<file path="config.mk">
export PLATFORM = sky130hd
export DESIGN_NAME = cap_reload_timer
export DESIGN_NICKNAME = d
export VERILOG_FILES = /design/src/rtl/crt_pkg.sv /design/src/rtl/crt_fall_det.sv /design/src/rtl/crt_ctrl_reg.sv /design/src/rtl/crt_count_core.sv /design/src/rtl/cap_reload_timer.sv
export SDC_FILE = /design/constraint.sdc
export NUM_CORES = 1
export LEC_CHECK = 0
export ABC_AREA = 1
export BUFFER_PORTS_ARGS = -buffer_cell sky130_fd_sc_hd__clkbuf_2
export CAP_MARGIN = 20
export CORE_MARGIN = 2
export CORE_UTILIZATION = 51
export CTS_BUF_LIST = sky130_fd_sc_hd__clkbuf_4 sky130_fd_sc_hd__clkbuf_8
export CTS_CLUSTER_SIZE = 24
export DETAILED_ROUTE_END_ITERATION = 7
export PLACE_DENSITY = 0.8
export SLEW_MARGIN = 20
export SYNTH_ARGS = -nofsm -noshare
export SYNTH_HDL_FRONTEND = slang
export SYNTH_SLANG_ARGS = --single-unit
</file>
<file path="constraint.sdc">
create_clock -name clk -period 2.8 [get_ports clk]
set_clock_uncertainty 0.05 [all_clocks]
set_input_delay 0.28 -clock clk [delete_from_list [all_inputs] [get_ports clk]]
set_output_delay 0.28 -clock clk [all_outputs]
set_load 0.02 [all_outputs]
</file>
<file path="src/rtl/crt_pkg.sv">
`timescale 1ns/1ps
package crt_pkg;
    // Control word layout, most significant bit first
    typedef struct packed {
        logic trig_flag;   // bit 7
        logic wrap_flag;   // bit 6
        logic tx_rate;     // bit 5
        logic rx_rate;     // bit 4
        logic trig_en;     // bit 3
        logic cap_sel;     // bit 2
        logic src_ext;     // bit 1
        logic run;         // bit 0
    } ctrl_t;

    localparam int CTRL_W = $bits(ctrl_t);
endpackage

</file>
<file path="src/rtl/crt_fall_det.sv">
`timescale 1ns/1ps
module crt_fall_det (
    input  logic clk,
    input  logic rst_n,
    input  logic pin_i,
    output logic fall_o
);
    typedef struct packed {
        logic cur;
        logic prev;
    } smp_t;

    smp_t smp_d, smp_q;

    always_comb begin
        smp_d      = smp_q;
        smp_d.cur  = pin_i;
        smp_d.prev = smp_q.cur;
    end

    always_ff @(posedge clk or negedge rst_n) begin
        if (!rst_n) smp_q <= '0;
        else        smp_q <= smp_d;
    end

    // high at one sample, low at the next
    assign fall_o = smp_q.prev & ~smp_q.cur;
endmodule

</file>
<file path="src/rtl/crt_ctrl_reg.sv">
`timescale 1ns/1ps
module crt_ctrl_reg
    import crt_pkg::*;
(
    input  logic  clk,
    input  logic  rst_n,
    input  logic  wr_i,
    input  ctrl_t wdata_i,
    input  logic  set_wrap_i,
    input  logic  set_trig_i,
    output ctrl_t ctrl_o
);
    ctrl_t ctrl_d, ctrl_q;

    always_comb begin
        ctrl_d = ctrl_q;
        if (wr_i)       ctrl_d = wdata_i;
        // hardware setting wins over a software clear in the same cycle
        if (set_wrap_i) ctrl_d.wrap_flag = 1'b1;
        if (set_trig_i) ctrl_d.trig_flag = 1'b1;
    end

    always_ff @(posedge clk or negedge rst_n) begin
        if (!rst_n) ctrl_q <= '0;
        else        ctrl_q <= ctrl_d;
    end

    assign ctrl_o = ctrl_q;
endmodule

</file>
<file path="src/rtl/crt_count_core.sv">
`timescale 1ns/1ps
module crt_count_core #(
    parameter int CNT_W = 16
) (
    input  logic             clk,
    input  logic             rst_n,
    input  logic             inc_i,
    input  logic             trig_i,
    input  logic             cap_mode_i,
    input  logic             cnt_wr_i,
    input  logic [CNT_W-1:0] cnt_wdata_i,
    input  logic             cap_wr_i,
    input  logic [CNT_W-1:0] cap_wdata_i,
    output logic [CNT_W-1:0] cnt_o,
    output logic [CNT_W-1:0] cap_o,
    output logic             wrap_o
);
    localparam logic [CNT_W-1:0] TOP = '1;

    typedef struct packed {
        logic [CNT_W-1:0] cnt;
        logic [CNT_W-1:0] hold;
    } core_t;

    core_t core_d, core_q;
    logic  wrap;

    always_comb begin
        core_d = core_q;
        wrap   = inc_i && (core_q.cnt == TOP);

        if (trig_i && !cap_mode_i) begin
            core_d.cnt = core_q.hold;
        end else if (inc_i) begin
            if (wrap) core_d.cnt = cap_mode_i ? '0 : core_q.hold;
            else      core_d.cnt = core_q.cnt + 1'b1;
        end

        if (trig_i && cap_mode_i) core_d.hold = core_q.cnt;

        // software writes take priority
        if (cnt_wr_i) core_d.cnt  = cnt_wdata_i;
        if (cap_wr_i) core_d.hold = cap_wdata_i;
    end

    always_ff @(posedge clk or negedge rst_n) begin
        if (!rst_n) core_q <= '0;
        else        core_q <= core_d;
    end

    assign cnt_o  = core_q.cnt;
    assign cap_o  = core_q.hold;
    assign wrap_o = wrap;
endmodule

</file>
<file path="src/rtl/cap_reload_timer.sv">
`timescale 1ns/1ps
module cap_reload_timer
    import crt_pkg::*;
#(
    parameter int CNT_W = 16
) (
    input  logic              clk,
    input  logic              rst_n,
    input  logic              tick12_en,
    input  logic              ext_cnt_pin,
    input  logic              trig_pin,
    input  logic              ctrl_wr,
    input  logic [CTRL_W-1:0] ctrl_wdata,
    output logic [CTRL_W-1:0] ctrl_rdata,
    input  logic              cnt_wr,
    input  logic [CNT_W-1:0]  cnt_wdata,
    output logic [CNT_W-1:0]  cnt_rdata,
    input  logic              cap_wr,
    input  logic [CNT_W-1:0]  cap_wdata,
    output logic [CNT_W-1:0]  cap_rdata,
    output logic              ovf_pulse,
    output logic              baud_tick
);
    localparam int N_PINS  = 2;
    localparam int PIN_EXT = 0;
    localparam int PIN_TRG = 1;

    typedef struct packed {
        logic wrap;
        logic baud;
    } pulse_t;

    ctrl_t             ctrl;
    logic [N_PINS-1:0] pins;
    logic [N_PINS-1:0] falls;
    logic              baud_mode, cap_mode, inc, trig_evt, wrap;
    pulse_t            pulse_d, pulse_q;

    assign pins[PIN_EXT] = ext_cnt_pin;
    assign pins[PIN_TRG] = trig_pin;

    for (genvar g = 0; g < N_PINS; g++) begin : g_pin
        crt_fall_det u_fall (
            .clk    (clk),
            .rst_n  (rst_n),
            .pin_i  (pins[g]),
            .fall_o (falls[g])
        );
    end

    always_comb begin
        baud_mode = ctrl.rx_rate | ctrl.tx_rate;
        cap_mode  = ctrl.cap_sel & ~baud_mode;
        inc       = ctrl.run & (ctrl.src_ext ? falls[PIN_EXT] : tick12_en);
        trig_evt  = ctrl.trig_en & falls[PIN_TRG];
        pulse_d   = pulse_q;
        pulse_d.wrap = wrap;
        pulse_d.baud = wrap & baud_mode;
    end

    crt_ctrl_reg u_ctrl (
        .clk        (clk),
        .rst_n      (rst_n),
        .wr_i       (ctrl_wr),
        .wdata_i    (ctrl_t'(ctrl_wdata)),
        .set_wrap_i (wrap & ~baud_mode),
        .set_trig_i (trig_evt),
        .ctrl_o     (ctrl)
    );

    crt_count_core #(.CNT_W(CNT_W)) u_core (
        .clk         (clk),
        .rst_n       (rst_n),
        .inc_i       (inc),
        .trig_i      (trig_evt),
        .cap_mode_i  (cap_mode),
        .cnt_wr_i    (cnt_wr),
        .cnt_wdata_i (cnt_wdata),
        .cap_wr_i    (cap_wr),
        .cap_wdata_i (cap_wdata),
        .cnt_o       (cnt_rdata),
        .cap_o       (cap_rdata),
        .wrap_o      (wrap)
    );

    always_ff @(posedge clk or negedge rst_n) begin
        if (!rst_n) pulse_q <= '0;
        else        pulse_q <= pulse_d;
    end

    assign ctrl_rdata = ctrl;
    assign ovf_pulse  = pulse_q.wrap;
    assign baud_tick  = pulse_q.baud;
endmodule

</file>
==> flow_summary.json, run 1 <==
{
  "status": "finished, final reports clean",
  "reg2reg_slack_ns": 0.61,
  "synth-seq-cells": 46,
  "synth_edf_count": 0,
  "maxSlewViolCount": 0,
  "worstPathCellList": "nor2_2 > nand2_2 > nand2_4 > nand3_2 > inv_1 > nand2_1 > nand2_1",
  "setup.worst_path.start": "u_ctrl.ctrl_o[5]$_DFFE_PN0P_",
  "r2r_end": "u_core.cnt_o[6]$_DFFE_PN0P_",
  "tightest_slew_ns": 0.831,
  "die_w_um": 78.2,
  "yosysWarnings": 0,
  "finalCritPeriodShare_pct": 78.1,
  "cpMostUsedCell": "nand2_1",
  "cts_resized": 0,
  "diodes": 0,
  "whs_endpoint": "g_pin[1].u_fall.smp_d[0]$_DFF_PN0_",
  "dp_slack_ns": 0.683,
  "final-setup-viol-count": 0,
  "clock_path_buffers": 2,
  "hold_viol_final": 0,
  "synth_cell_type_count": 29,
  "drtAntennaViolNets": 0,
  "grt_usage_pct": 26.0,
  "first_pass_iters": 5,
  "grt_start_max_net_pins": 31,
  "drive_gt1_share_pct": 29.9,
  "gp_congestion": 0.873,
  "cts_tree": "built",
  "wirelength_um": 7510,
  "start_util_pct": 52.0,
  "cts.sinks": 46,
  "clk_pin_slew_ns": 0.10,
  "cts_max_level": 2,
  "clkPwrFrac_pct": 22.3,
  "io_pins": 90,
  "insertion_delay_ns": 0.31,
  "max_freq_mhz": 457,
  "crit_type": "reg -> reg",
  "maxCapViolations": 0,
  "grt_pass1_wl_um": 12600,
  "area_growth_syn_to_layout_pct": 21.1,
  "die_h_um": 78.2,
  "stdcell_area_um2": 3400,
  "ys.flop_type": "dfrtp_1",
  "r2r-start": "u_ctrl.ctrl_o[5]$_DFFE_PN0P_",
  "core_um2": 5410,
  "vias": 2832,
  "fin_nets": 519,
  "required_ns": 2.99,
  "crit_fanout": 18,
  "yosysSeqAreaShare_pct": 40.9,
  "io_buffers": 89,
  "async_reset_ff_share_pct": 100,
  "clock-root-buffer": "clkbuf_8",
  "swShare_pct": 39.4,
  "grt_setup_unrepaired": "no",
  "pwr-share-seq_pct": 46.0,
  "drc": 0,
  "combPwrFrac_pct": 31.8,
  "min-delay-start": "trig_pin",
  "setup_tns_ns": 0,
  "wire_per_inst_um": 13.8,
  "yosysTopAreaCell": "dfrtp_1",
  "cp_data_arrival_time_ns": 2.37,
  "power_mw": 1.90,
  "end_kind": "register",
  "period_minus_slack_ns": 2.19,
  "die_area_um2": 6120,
  "avgSynthCellArea_um2": 7.38,
  "max_slew_margin_pct": 44.4,
  "powerDensity_nw_per_um2": 559,
  "placed_area_um2": 3300,
  "antenna_found_initial": 0,
  "synthTopCellsByArea": "dfrtp_1 (41%), nand2_1 (16%), nand3_1 (11%)",
  "synthCells": 381,
  "p_leak_nw": 1.87,
  "row_count": 27,
  "min_path_cells": 1,
  "reg2regPathDepth": 7,
  "holdCritPathClass": "in -> reg",
  "cp-start-kind": "register",
  "cpMaxStageDelayCell": "inv_1",
  "via_per_inst": 5.22,
  "hpwl_um": 5430,
  "grt_overflow": 0,
  "setup_ws_ns": 0.614,
  "critPathMaxStageDelay_ns": 0.53,
  "synth_top_cell_area_share_pct": 40.9,
  "drtIter0Drc": 311,
  "power.internal_mw": 1.15,
  "numCtsBuffers": 5,
  "switching_power_mw": 0.750,
  "syn-num-nets": 430,
  "grt_pass1_vias": 2728,
  "synth_area_um2": 2810,
  "peakVddDrop_uv": 398
}
==> final cells by class <==
class / instances / area [um2]
clock buffers: 6 / 76.3
clock inverters: 2 / 13.8
fillers: 527 / 2000
inverters: 39 / 146
multi-input cells: 282 / 1430
flip-flops and latches: 46 / 1150
well taps: 72 / 90.1
repair buffers: 96 / 500
==> metal layers <==
| metal | share of wire (%) | up-vias | GRT usage, % | wire length [um] |
|---|---|---|---|---|
| li1 | - | 1394 | - | - |
| met1 | 42 | 1322 | 33.5 | 3160 |
| met2 | 50 | 101 | 44.1 | 3760 |
| met3 | 5.7 | 15 | 4.14 | 425 |
| met4 | 2.2 | 0 | 9.47 | 167 |
| met5 | 0 | - | 0 | 0 |
==> critical path: cells and delay by family (launching register included) <==
| family | cells | cell delay (ns) |
|---|---|---|
| AND/OR/NAND/NOR | 6 | 1.13 |
| buffers and inverters | 1 | 0.53 |
| flip-flops | 1 | 0.41 |
==> worst max path at each step <==
stage | slack (ns) | cells after the start | end
2_1_floorplan | 1.03 | 11 | u_core.cnt_o[3]$_DFFE_PN0P_
3_3_place_gp | 0.79 | 7 | u_core.cnt_o[14]$_DFFE_PN0P_
3_5_place_dp | 0.68 | 7 | u_core.cnt_o[9]$_DFFE_PN0P_
4_1_cts | 0.64 | 7 | u_core.cnt_o[6]$_DFFE_PN0P_
5_1_grt | 0.44 | 7 | u_core.cnt_o[6]$_DFFE_PN0P_
6_report | 0.61 | 7 | u_core.cnt_o[6]$_DFFE_PN0P_
==> placed cells by master (no fill, tap or decap) <==
cell           Yosys  final
nand2_1          122    122
clkbuf_2           0     89
nand3_1           64     64
dfrtp_1           46     46
inv_1             37     37
o21ai_0           22     22
nor2_1            17     17
nand2_2           15     15
buf_4              1      6
nor2_4             5      5
clkbuf_8           0      5
nor2_2             4      4
nand2_4            4      4
a21oi_1            4      4
mux2_2             4      4
nand4_1            4      4
xor2_1             4      4
xnor2_1            3      3
nand3_2            2      2
inv_2              2      2
a31oi_1            2      2
mux2i_1            2      2
nor2_8             1      1
nor3_2             1      1
nand3b_1           1      1
ha_1               1      1
clkbuf_4           1      1
clkinv_4           0      1
clkinv_2           0      1
dlygate4sd3_1      0      1
==> state kept, by name, indices dropped and copies added, names as in the netlist <==
| signal | count |
|---|---|
| ovf_pulse | 1 |
| u_ctrl.ctrl_o | 8 |
| u_core.cnt_o | 16 |
| u_core.cap_o | 16 |
| baud_tick | 1 |
| g_pin.u_fall.smp_q | 2 |
| g_pin.u_fall.smp_d | 2 |
==> through the flow <==
step	util, %	cells	hold WS [ns]
floorplan	-	381	-0.0656
CTS	63.0	543	0.0198
global route	63.0	543	0.0126
global placement	61.1	534	0.179
detailed placement	61.1	534	0.183
finish	63.0	543	0.0166
==> synthesized netlist by cell type, types with 5 or more instances <==
cell type / n
clkbuf_1: 7
nand2_1: 122
inv_1: 37
nor2_1: 17
nand3_1: 64
dfrtp_1: 46
nand2_2: 15
nor2_4: 5
o21ai_0: 22
==> what timing repair did <==
item / in CTS / in global routing
hold endpoints to repair: 16 / 0
hold buffers: 1 / 0
buffers inserted: 0 / 0
==> power by group through the flow <==
stage          registers, mW  clock network [mW]  logic, mW
2_1_floorplan          0.958                   0      0.314
3_3_place_gp           0.884                   0      0.587
3_5_place_dp           0.885                   0      0.601
4_1_cts                0.872               0.421      0.606
5_1_grt                0.889               0.451      0.673
6_report               0.874               0.423      0.604
==> kinds of logic (layout without fill, tap and decap cells) <==
logic type | count (synthesis) | count (layout) | synth area share (%)
AO/OA/AOI/OAI | 28 | 28 | 5.07
buffers and inverters | 53 | 143 | 8.32
flip-flops | 46 | 46 | 40.9
adder cells (fa/ha/maj) | 1 | 1 | 0.445
XOR/XNOR | 7 | 7 | 2.18
multiplexers | 6 | 6 | 2.31
AND/OR/NAND/NOR | 240 | 240 | 40.7
Power figures use the tool's default switching activity.
==> inputs of run 2 (changes only) <==
- clock period: 2.8 -> 2.2 ns (I/O delays scaled with it)
==> run 2 against run 1 <==
Against the previous run: first-iteration DRC count down 53%; combinational power up 28%; via count down 0.88%; setup slack worse by 0.42 ns; clock-buffer cell count unchanged; register-to-register slack worse by 0.42 ns; core utilization up 0.69 points; sequential power up 27%; largest cell class unchanged.
==> flow_summary.json, run 2 (synthesis results as in run 1) <==
{
  "antenna_found_initial": 0,
  "period_minus_slack_ns": 2.00,
  "vias": 2807,
  "critPathMaxStageDelay_ns": 0.56,
  "hold_viol_final": 0,
  "mostFrequentLayoutCell": "nand2_1",
  "start_util_pct": 52.0,
  "crit_type": "reg -> reg",
  "reg2regPathDepth": 10,
  "numCtsBuffers": 5,
  "holdCritPathClass": "in -> reg",
  "max_slew_margin_pct": 51.1,
  "die_area_um2": 6120,
  "placed_cells": 534,
  "r2r_end": "u_core.cnt_o[0]$_DFFE_PN0P_",
  "maxSlewViolCount": 0,
  "tightest_slew_ns": 0.733,
  "cts_tree": "built",
  "core_um2": 5410,
  "critical_path_buf_inv_count": 1,
  "crit_fanout": 13,
  "use_met1_pct": 31.8,
  "first_pass_iters": 5,
  "cts.sinks": 46,
  "path_delay_family": "simple AND/OR/NAND/NOR gates",
  "wire_per_inst_um": 13.7,
  "stdcell_count": 545,
  "clock_path_buffers": 2,
  "io_pins": 90,
  "whs_endpoint": "u_ctrl.ctrl_o[0]$_DFFE_PN0P_",
  "grt_setup_unrepaired": "no",
  "min_path_cells": 3,
  "worstPathCellList": "ha_1 > inv_1 > nor2_4 > nand3_2 > nor2_4 > nor2_2 > nand2_1 > nand3_1 > nand2_1 > nand2_1",
  "drive_gt1_share_pct": 29.8,
  "cpMaxStageDelayCell": "nor2_2",
  "row_count": 27,
  "via_per_inst": 5.15,
  "drtAntennaViolNets": 0,
  "drtIter0Drc": 147,
  "reg2reg_slack_ns": 0.20,
  "cp_data_arrival_time_ns": 2.20,
  "cpMostUsedCell": "nand2_1",
  "fin_hold_ws_ns": 0.0730,
  "area_growth_syn_to_layout_pct": 22.4,
  "insertion_delay_ns": 0.30,
  "met3_usage_pct": 4.94,
  "grt_usage_pct": 25.4,
  "drc": 0,
  "use_met2_pct": 42.8,
  "final_cell_mix": "nand2_1 (122), clkbuf_2 (89), nand3_1 (64), dfrtp_1 (46), inv_1 (37)",
  "fill_cells": 509,
  "gp_congestion": 0.883,
  "diodes": 0,
  "grt_pass1_wl_um": 12300,
  "required_ns": 2.39,
  "wirelength_um": 7440,
  "multi_input_area_um2": 1430,
  "clk_pin_slew_ns": 0.09,
  "setup_tns_ns": 0,
  "final-setup-viol-count": 0,
  "end_kind": "register",
  "regArea_um2": 1150,
  "grt_overflow": 0,
  "die_w_um": 78.2,
  "cp-start-kind": "register",
  "powerDensity_nw_per_um2": 706,
  "r2r-start": "u_core.cnt_o[0]$_DFFE_PN0P_",
  "die_h_um": 78.2,
  "maxCapViolations": 0,
  "max_freq_mhz": 499,
  "finalCritPeriodShare_pct": 91.1,
  "cts_max_level": 2,
  "cts_resized": 0,
  "peakVddDrop_uv": 396,
  "clock-root-buffer": "clkbuf_8",
  "grt_start_max_net_pins": 30,
  "grt_pass1_vias": 2634,
  "fin_nets": 521,
  "busiest_layer": "met2",
  "cts_setup_buffers": 0,
  "p_leak_nw": 1.89,
  "hpwl_um": 5340,
  "io_buffers": 89,
  "min-delay-start": "ctrl_wdata[0]",
  "utilization_pct": 63.7,
  "status": "finished, final reports clean"
}
run 2: worst max path at each step:
stage                                     start                     endpoint  slack [ns]  cells past startpoint
floorplan           u_core.cnt_o[0]$_DFFE_PN0P_  u_core.cnt_o[3]$_DFFE_PN0P_        0.43                     11
global placement    u_core.cnt_o[0]$_DFFE_PN0P_  u_core.cnt_o[0]$_DFFE_PN0P_        0.25                     10
detailed placement  u_core.cnt_o[0]$_DFFE_PN0P_  u_core.cnt_o[0]$_DFFE_PN0P_        0.21                     10
CTS                 u_core.cnt_o[0]$_DFFE_PN0P_  u_core.cnt_o[1]$_DFFE_PN0P_        0.18                     10
global route        u_core.cnt_o[0]$_DFFE_PN0P_  u_core.cnt_o[1]$_DFFE_PN0P_        0.02                     10
finish              u_core.cnt_o[0]$_DFFE_PN0P_  u_core.cnt_o[0]$_DFFE_PN0P_        0.20                     10
run 2: power by group:
group | total [mW] | leakage [nW] | internal [mW] | switching [mW]
logic | 0.776 | 1.29 | 0.283 | 0.493
registers | 1.11 | 0.552 | 0.952 | 0.157
clock network | 0.544 | 0.0472 | 0.253 | 0.291
total | 2.43 | 1.89 | 1.49 | 0.941
run 2: metal layers:
layer	routed length, um	vias to the layer above
li1	-	1396
met1	3160	1294
met2	3730	106
met3	438	11
met4	113	0
met5	0	-
run 2: final cells by class:
| cell class | instances | area share, % |
|---|---|---|
| Clock buffer | 6 | 2.40 |
| Tap cell | 72 | 2.62 |
| Multi-Input combinational cell | 282 | 41.4 |
| Inverter | 39 | 4.25 |
| Timing Repair Buffer | 98 | 15.5 |
| Sequential cell | 46 | 33.4 |
| Clock inverter | 2 | 0.364 |
run 2: worst reg2reg max path: cells and delay by family (launching register included):
kind / cells / cell delay, ns
adders and majority gates: 1 / 0.26
buffers and inverters: 1 / 0.10
DFF: 1 / 0.44
and+or+nand+nor: 8 / 1.10
run 2: what timing repair did:
action                                  4_1_cts  5_1_grt
endpoints found under the setup margin        0        0
endpoints found under the hold margin        23        0
hold buffers                                  3        0
run 2: stage by stage:
| step | power, mW | setup WS, ns | instance area, um2 |
|---|---|---|---|
| floorplan | 1.62 | 0.428 | 2810 |
| global placement | 1.88 | 0.251 | 3320 |
| detailed placement | 1.90 | 0.209 | 3320 |
| CTS | 2.44 | 0.177 | 3440 |
| global route | 2.57 | 0.0182 | 3440 |
| finish | 2.43 | 0.197 | 3440 |
==> inputs of run 3 (changes only) <==
- CORE_UTILIZATION: 51 -> 46
- CTS_BUF_LIST: sky130_fd_sc_hd__clkbuf_4 sky130_fd_sc_hd__clkbuf_8 -> default
- PLACE_DENSITY: 0.8 -> 0.76
- SYNTH_HIERARCHICAL: default -> 1
- clock period: 2.2 -> 1.75 ns (I/O delays scaled with it)
==> run 3 against run 2 <==
Against the previous run: the run now ends with setup timing left; worst hold slack got worse by 0.045 ns; register-to-register slack got worse by 0.25 ns; core utilization fell by 1.9 points; sequential cell count is the same; sequential share of layout area is 2.0 points lower; clock-buffer cell count unchanged; combinational power up 38%; critical endpoint is now u_core/cnt_o[5]$_DFFE_PN0P_; highest routed layer unchanged.
==> flow_summary.json, run 3 <==
{
  "hpwl_um": 5990,
  "peakVddDrop_uv": 418,
  "wire_per_inst_um": 13.9,
  "tightest_slew_ns": 0.659,
  "first_pass_iters": 5,
  "antenna_found_initial": 0,
  "yosysWarnings": 6,
  "max_slew_margin_pct": 56.0,
  "combPwrFrac_pct": 35.1,
  "via_per_inst": 5.23,
  "wirelength_um": 8060,
  "crit_type": "reg -> reg",
  "setup_ws_ns": -0.0529,
  "io_buffers": 89,
  "power_mw": 3.05,
  "drtAntennaViolNets": 0,
  "avgSynthCellArea_um2": 7.08,
  "synth_area_um2": 2810,
  "holdCritPathClass": "in -> reg",
  "period_minus_slack_ns": 1.80,
  "synth_commonest_cells": "nand2_1 (152), nand3_1 (51), nor2_1 (51)",
  "yosysTopAreaCell": "dfrtp_1",
  "fin_nets": 555,
  "multi_input_area_um2": 1520,
  "placed_cells": 566,
  "gp_congestion": 0.889,
  "mostFrequentLayoutCell": "nand2_1",
  "swShare_pct": 39.1,
  "pwr-share-seq_pct": 44.4,
  "die_w_um": 82.2,
  "required_ns": 1.88,
  "start_util_pct": 47.5,
  "grt_usage_pct": 25.2,
  "reg2regPathDepth": 14,
  "clock_path_buffers": 2,
  "crit_end": "u_core/cnt_o[5]$_DFFE_PN0P_",
  "row_count": 28,
  "numCtsBuffers": 5,
  "area_growth_syn_to_layout_pct": 30.2,
  "reg2reg_slack_ns": -0.05,
  "vias": 3040,
  "synthCells": 397,
  "finalCritPeriodShare_pct": 103,
  "synth_cell_type_count": 25,
  "cts.sinks": 46,
  "utilization_pct": 61.8,
  "cp-start-kind": "register",
  "switching_power_mw": 1.19,
  "r2r_end": "u_core/cnt_o[5]$_DFFE_PN0P_",
  "crit_fanout": 5,
  "grt_overflow": 0,
  "yosysSeqAreaShare_pct": 41.0,
  "cp_data_arrival_time_ns": 1.93,
  "grt_pass1_vias": 2703,
  "drtIter0Drc": 226,
  "ys.flop_type": "dfrtp_1",
  "status": "complete, but fails checks",
  "synth_top_cell_area_share_pct": 41.0,
  "drive_gt1_share_pct": 31.8,
  "final-setup-viol-count": 12,
  "insertion_delay_ns": 0.29,
  "syn-num-nets": 446,
  "regArea_um2": 1150,
  "synth-seq-cells": 46,
  "synth_edf_count": 0,
  "die_h_um": 82.2,
  "io_pins": 90,
  "stdcell_count": 581,
  "fill_cells": 537,
  "powerDensity_nw_per_um2": 833,
  "top_layer_used": "met4",
  "synth.most_common_cell": "nand2_1",
  "power.internal_mw": 1.85,
  "cts_max_level": 2,
  "maxCapViolations": 0,
  "diodes": 0,
  "end_kind": "register",
  "drc": 0,
  "maxSlewViolCount": 0,
  "p_leak_nw": 1.96,
  "wl_met1_um": 3670,
  "clkPwrFrac_pct": 20.5,
  "setup.worst_path.start": "g_pin[0].u_fall/smp_q[0]$_DFF_PN0_",
  "violations": "setup timing",
  "grt_setup_unrepaired": "yes",
  "met2_length_um": 3620,
  "core_um2": 5920,
  "synthTopCellsByArea": "dfrtp_1 (41%), nand2_1 (20%), nand3_1 (9.1%)",
  "final_cell_mix": "nand2_1 (152), clkbuf_2 (89), nor2_1 (47), dfrtp_1 (46), nand3_1 (46)",
  "grt_pass1_wl_um": 13000,
  "die_area_um2": 6750,
  "cts_tree": "built",
  "hold_viol_final": 0,
  "r2r-start": "g_pin[0].u_fall/smp_q[0]$_DFF_PN0_",
  "clk_pin_slew_ns": 0.09,
  "async_reset_ff_share_pct": 100,
  "met3_wirelength_um": 724,
  "grt_start_max_net_pins": 33,
  "clock-root-buffer": "clkbuf_8",
  "max_freq_mhz": 555
}
run 3: cell types whose count changed after synthesis, moves of 12 or more:
cell | previous run | this run
nor2_1 | 17 | 51
nand2_1 | 122 | 152
o21ai_0 | 22 | 3
nand3_1 | 64 | 51
nand2_2 | 15 | 3
o311ai_0 | 0 | 12
run 3: worst min path at each step:
stage / from / cells past startpoint / slack (ns) / endpoint
after global placement: rst_n / 1 / 0.13 / u_ctrl/ctrl_o[0]$_DFFE_PN0P_
after detailed placement: rst_n / 1 / 0.14 / u_ctrl/ctrl_o[0]$_DFFE_PN0P_
after global routing: ctrl_wdata[1] / 3 / 0.04 / u_ctrl/ctrl_o[1]$_DFFE_PN0P_
after CTS: ctrl_wdata[1] / 3 / 0.03 / u_ctrl/ctrl_o[1]$_DFFE_PN0P_
after floorplan: rst_n / 0 / -0.17 / baud_tick$_DFF_PN0_
final: ctrl_wdata[1] / 3 / 0.03 / u_ctrl/ctrl_o[1]$_DFFE_PN0P_
run 3: what timing repair did:
action                     in CTS  in global routing
setup endpoints to repair      31                 21
hold endpoints to repair       21                  0
hold buffers                    3                  0
resized for setup               9                  8
pin swaps                       9                  7
cloned                          1                  1
setup buffers                   1                  2
run 3: worst max-delay path, cell delays in order, from the launching register on:
cell	delay, ns
dfrtp_1	0.35
inv_2	0.04
nor2_2	0.08
inv_1	0.04
nand2_1	0.04
nand2_1	0.05
nor2_2	0.11
nand3_2	0.11
nor2_4	0.13
nand4_4	0.19
buf_4	0.23
nand3_1	0.06
nand3_1	0.08
nand2_1	0.08
nand2_1	0.05
run 3: layout make-up:
type	instances	area share [%]
Clock buffer	6	1.98
Clock inverter	1	0.205
Inverter	32	3.49
Multi-Input combinational cell	304	41.4
Sequential cell	46	31.5
Tap cell	75	2.56
Timing Repair Buffer	117	18.9
run 3: power groups by stage:
stage / Clock [mW] / Sequential (mW) / Combinational, mW
6_report: 0.626 / 1.35 / 1.07
3_5_place_dp: 0 / 1.36 / 1.03
4_1_cts: 0.643 / 1.35 / 1.05
2_1_floorplan: 0 / 1.51 / 0.466
3_3_place_gp: 0 / 1.36 / 1.02
5_1_grt: 0.685 / 1.37 / 1.19
run 3: logic make-up (layout without fill, tap and decap cells):
| kind of cell | after synthesis | in the layout | synth area share [%] |
|---|---|---|---|
| simple gates | 283 | 284 | 45.3 |
| flops | 46 | 46 | 41.0 |
| compound gates | 15 | 15 | 4.27 |
| buf+inv | 48 | 156 | 7.79 |
| fa+ha+maj | 1 | 1 | 0.445 |
| xor+xnor | 4 | 4 | 1.25 |
run 3: metal layers:
layer | GRT usage [%] | vias up
met5 | 0 | -
met4 | 4.83 | 0
met3 | 5.65 | 2
met2 | 38.0 | 135
met1 | 37.2 | 1416
li1 | - | 1487
run 3: per-stage QoR:
step           instance area (um2)  TNS [ns]  setup slack, ns  hold slack [ns]
2_1_floorplan                 2820         0           0.0284           -0.171
5_1_grt                       3660     -3.01           -0.211           0.0366
4_1_cts                       3610    -0.608          -0.0659           0.0267
3_3_place_gp                  3450    -0.236          -0.0405            0.126
6_report                      3660    -0.415          -0.0529           0.0280
3_5_place_dp                  3450     -1.86           -0.117            0.136
